--- src/rtl/blf_pkg.sv ---
package blf_pkg;
  typedef enum logic [1:0] {
    FILL_NONE = 2'd0,
    FILL_XOR  = 2'd1,
    FILL_OR   = 2'd2
  } fill_mode_e;
endpackage

--- src/rtl/blf_minterm.sv ---
module blf_minterm #(
  parameter int W = 8
) (
  input  logic [W-1:0] a_i,
  input  logic [W-1:0] b_i,
  input  logic [W-1:0] c_i,
  input  logic [7:0]   fn_i,
  output logic [W-1:0] res_o
);
  for (genvar i = 0; i < W; i++) begin : g_bit
    assign res_o[i] = fn_i[{a_i[i], b_i[i], c_i[i]}];
  end
endmodule

--- src/rtl/blf_fill_chain.sv ---
module blf_fill_chain
  import blf_pkg::*;
#(
  parameter int W = 8
) (
  input  fill_mode_e   mode_i,
  input  logic         seed_i,
  input  logic [W-1:0] res_i,
  output logic [W-1:0] out_o,
  output logic         carry_o
);
  logic [W:0] cy;
  assign cy[0] = seed_i;

  for (genvar i = 0; i < W; i++) begin : g_stage
    assign cy[i+1] = cy[i] ^ res_i[i];
    always_comb begin
      unique case (mode_i)
        FILL_XOR: out_o[i] = cy[i+1];
        FILL_OR:  out_o[i] = cy[i] | res_i[i];
        default:  out_o[i] = res_i[i];
      endcase
    end
  end

  assign carry_o = (mode_i == FILL_NONE) ? seed_i : cy[W];
endmodule

--- src/rtl/blf_logic_fill.sv ---
module blf_logic_fill
  import blf_pkg::*;
#(
  parameter int W = 8
) (
  input  logic         clk_i,
  input  logic         rst_ni,
  input  logic         strobe_i,
  input  logic [W-1:0] src_a_i,
  input  logic [W-1:0] src_b_i,
  input  logic [W-1:0] src_c_i,
  input  logic [7:0]   func_i,
  input  logic         xfill_en_i,
  input  logic         ifill_en_i,
  input  logic         carry_i,
  input  logic         line_start_i,
  output logic [W-1:0] result_o,
  output logic         carry_o,
  output logic         valid_o
);
  logic [W-1:0] comb_res;
  logic [W-1:0] res_q;
  fill_mode_e   mode_d, mode_q;
  logic         seed_q;
  logic         valid_q;

  blf_minterm #(.W(W)) i_minterm (
    .a_i  (src_a_i),
    .b_i  (src_b_i),
    .c_i  (src_c_i),
    .fn_i (func_i),
    .res_o(comb_res)
  );

  // exclusive fill wins when both are requested
  always_comb begin
    if (xfill_en_i)      mode_d = FILL_XOR;
    else if (ifill_en_i) mode_d = FILL_OR;
    else                 mode_d = FILL_NONE;
  end

  always_ff @(posedge clk_i or negedge rst_ni) begin
    if (!rst_ni) begin
      res_q   <= '0;
      mode_q  <= FILL_NONE;
      seed_q  <= 1'b0;
      valid_q <= 1'b0;
    end else begin
      valid_q <= strobe_i;
      if (strobe_i) begin
        res_q  <= comb_res;
        mode_q <= mode_d;
        seed_q <= line_start_i ? 1'b0 : carry_i;
      end
    end
  end

  blf_fill_chain #(.W(W)) i_fill (
    .mode_i (mode_q),
    .seed_i (seed_q),
    .res_i  (res_q),
    .out_o  (result_o),
    .carry_o(carry_o)
  );

  assign valid_o = valid_q;

  a_r8_valid_after_strobe: assert property (@(posedge clk_i) disable iff (!rst_ni)
    strobe_i |=> valid_o);
  a_r8_no_spurious_valid: assert property (@(posedge clk_i) disable iff (!rst_ni)
    !strobe_i |=> !valid_o);
  a_r9_hold_without_strobe: assert property (@(posedge clk_i) disable iff (!rst_ni)
    !strobe_i |=> ($stable(result_o) && $stable(carry_o)));
  a_r3_xor_top_bit_is_carry: assert property (@(posedge clk_i) disable iff (!rst_ni)
    (valid_o && mode_q == FILL_XOR) |-> (result_o[W-1] == carry_o));
  a_r4_or_keeps_set_bits: assert property (@(posedge clk_i) disable iff (!rst_ni)
    (valid_o && mode_q == FILL_OR) |-> ((result_o & res_q) == res_q));
  a_r7_line_start_seed: assert property (@(posedge clk_i) disable iff (!rst_ni)
    (strobe_i && line_start_i && !xfill_en_i && !ifill_en_i) |=> !carry_o);
endmodule

--- config.mk ---
export PLATFORM = sky130hd
export DESIGN_NAME = blf_logic_fill
export DESIGN_NICKNAME = d
export VERILOG_FILES = /design/src/rtl/blf_pkg.sv /design/src/rtl/blf_minterm.sv /design/src/rtl/blf_fill_chain.sv /design/src/rtl/blf_logic_fill.sv
export SDC_FILE = /design/constraint.sdc
export NUM_CORES = 1
export LEC_CHECK = 0
export BUFFER_PORTS_ARGS = -buffer_cell sky130_fd_sc_hd__buf_2
export CORE_UTILIZATION = 30
export CTS_CLUSTER_SIZE = 12
export DETAILED_ROUTE_END_ITERATION = 10
export GPL_ROUTABILITY_DRIVEN = 0
export SLEW_MARGIN = 10
export SYNTH_ARGS = -nofsm -noshare
export SYNTH_HDL_FRONTEND = slang
export SYNTH_SLANG_ARGS = --single-unit
--- constraint.sdc ---
create_clock -name clk_i -period 5.25 [get_ports clk_i]
set_input_delay 1.05 -clock clk_i [delete_from_list [all_inputs] [get_ports clk_i]]
set_output_delay 1.05 -clock clk_i [all_outputs]
set_load 0.01 [all_outputs]
==> summary.md <==
| Metric | Value |
|---|---|
| Outcome | finished clean |
| Vias per inst | roughly 4.9 |
| # DRC | 0 |
| Die height | between 70 and 80 um |
| Area growth, synth to finish | 14.9% |
| Total core area | 4470 um2 |
| Commonest non-fill, non-tap cell in the layout | buf_2 |
| Max-slew headroom | about two thirds |
| Max cap viols | 0 |
| Tmin final | between 4 and 5 ns |
| Most frequent cells in the layout | buf_2, mux2i_1, inv_1 |
| WP data required | 4.20 ns |
| Clk_lat worst skew | 0.23 ns |
| Average routed wire per standard cell | approximately 13 um |
| Antenna violations before repair | 0 |
| PwrDens | ~280 nW/um2 |
| Cell area after placement | ~1600 um2 |
| RSZ-0062 raised after global routing | no |
| N_diodes | 0 |
| Setup violators final | 0 |
| Skew final | 0 ns |
| Crit path DAT | roughly 3.7 ns |
| Cells along the critical path | inv_1 > ha_1 > inv_1 > ha_1 > inv_1 > ha_1 > inv_1 > ha_1 > inv_1 > ha_1 > inv_1 > ha_1 > inv_1 > ha_1 > inv_1 > ha_1 > a22oi_1 > a21oi_1 > buf_2 |
| Sequential cell area | approximately 300 um2 |
| Critical path's slowest cell | dfrtp_1 |
| Site row count | 24 |
| Syn. warnings | 0 |
| I/O pin total | 49 |
| Mapped Avg Cell Area | 9.76 um2 |
| Setup TNS | 0 ns |
| Reg clk slew, reported paths | roughly 0.050 ns |
| Final instance area | 1640 um2 |
| Critical Path Sink Type | primary output |
| Vias in the first global route | 1081 |
| CTS sink cnt | 12 |
| Achievable frequency | between 200 and 250 MHz |
| Final Hold Viols | 0 |
| Die span in x | slightly above 70 um |
| Post-CTS sizing | 0 |
| # fillers | 468 |
| Non-filler cells, final | 231 |
| Syn Std Cell Area | about 1400 um2 |
| CTS tree | built |
| Register area share after synthesis | between 20% and 30% |
| Gr usage total | about 13% |
| Maximum level of the CTS H-tree | 1 |
| Critical Path Max Stage Delay | 0.34 ns |
| Maximum vdd ir drop | 0.113 mV |
| DP HPWL | 2410 um |
| Clk root buf | clkbuf_8 |
| Post-route total power | about 0.46 mW |
| Post-DRT Antenna Nets | 0 |
| DIE AREA | just over 5000 um2 |
| Total global routing overflow | 0 |
| Worst setup path category | reg -> out |
| I/O Buffers | 48 |
| Reg-to-reg slack, setup | 4.56 ns |
| Pleak | around 0.89 nW |
| Worst-Margin Slew | about 0.48 ns |
| CP delay by family, top | adder cells |
| Post-synth EDFFs | 0 |
| Critical-path maximum fanout | 2 |
| Hold_buf cts | 0 |
| Via total after detailed routing | approximately 1100 |
| Layout cell share with drive strength beyond 1 | roughly a third |
| Post-Route WL | between 3000 and 4000 um |
| TritonCTS buffer count | 3 |
| Mapped Cells | ~150 |
| Min Hold Slack | roughly 0.55 ns |
| CTS Buffer Depth | 2 |
| First-pass detailed-route iteration total | 6 |
| #FFs+latches synth | 12 |
| Synth Flop Type | dfrtp_1 |
| Area occupied by multi-input gates | between 800 and 900 um2 |
| First-pass GRT wire length | around 5000 um |
| Buf/Inv on CP | 9 |
| CP Launch Type | flop |
| Largest net degree at the start of global routing | 17 |
| Post-synth ARST share | between 90% and 100% |
| Initial Util | around a third |
| Cell variety after synth | 17 |
| DR iter-0 viols | 32 |
| Hold Crit Class | reg -> reg |
| # Post-CTS Setup Buffers | 0 |
| Placed cell count | approximately 230 |
| Syn_nets | around 200 |
| Tcrit/Tclk final | between 90% and 100% |
| Max-slew violation count | 0 |
| Nets | 231 |
-- worst paths after layout --
kind                       startpoint     endpoint  depth (start not counted)
max                          res_q[0]  result_o[7]                         19
min                          res_q[3]     res_q[3]                          2
max reg2reg                 mode_q[0]    mode_q[0]                          2
min reg2reg                  res_q[3]     res_q[3]                          2
max in group asynchronous      rst_ni     res_q[7]                          1
min in group asynchronous      rst_ni    mode_q[0]                          1
-- kinds of logic after synthesis --
group	synth area share (%)
buffers and inverters	16.2
AOI/OAI and AO/OA	8.08
adders and majority gates	9.66
muxes	41.5
DFF	21.1
and+or+nand+nor	3.42
-- layer usage --
| metal | track usage [%] | routed length (um) | vias to the layer above |
|---|---|---|---|
| met5 | 0 | 0 | - |
| met1 | 17.1 | 1450 | 516 |
| li1 | - | - | 571 |
| met3 | 1.71 | 164 | 4 |
| met2 | 20.6 | 1340 | 41 |
| met4 | 4.67 | 44 | 0 |
-- where the power goes --
part	leakage, nW	switching [mW]	total (mW)	internal [mW]
clock network	0.0216	0.0310	0.0814	0.0504
logic	0.729	0.143	0.266	0.123
registers	0.143	0.00611	0.112	0.106
-- cell usage after synthesis, drive strengths merged (2+ instances only) --
cell | count | area, um2
a21oi | 8 | 40.0
a22oi | 8 | 60.1
buf | 11 | 104
clkbuf | 7 | 30.0
dfrtp | 12 | 300
ha | 11 | 138
inv | 26 | 97.6
mux2i | 40 | 400
mux4 | 8 | 180
nand3b | 2 | 15.0
nor2 | 8 | 30.0
o21ai | 3 | 15.0
-- worst reg2reg max path, stage by stage, from the launching register on --
cell and delay (ns):
dfrtp_1 0.37, inv_1 0.10, o21ai_0 0.09
-- area by class of cell --
class                   count  area share, %
repair buffers             48           14.7
flip-flops and latches     12           18.3
inverters                  26           5.96
clock buffers               3           2.52
well taps                  52           3.97
multi-input cells          90           54.5
-- flip-flops by register name, indices dropped and copies added (netlist names) --
name and flops:
valid_o 1, mode_q 2, res_q 8, seed_q 1
-- stage by stage --
step                util, %  worst slack [ns]
floorplan                 -              1.03
global placement       35.7             0.823
detailed placement     35.7             0.780
CTS                    36.6             0.498
global route           36.6             0.256
finish                 36.6             0.505
Note: power is estimated with default switching activity, not from simulation.
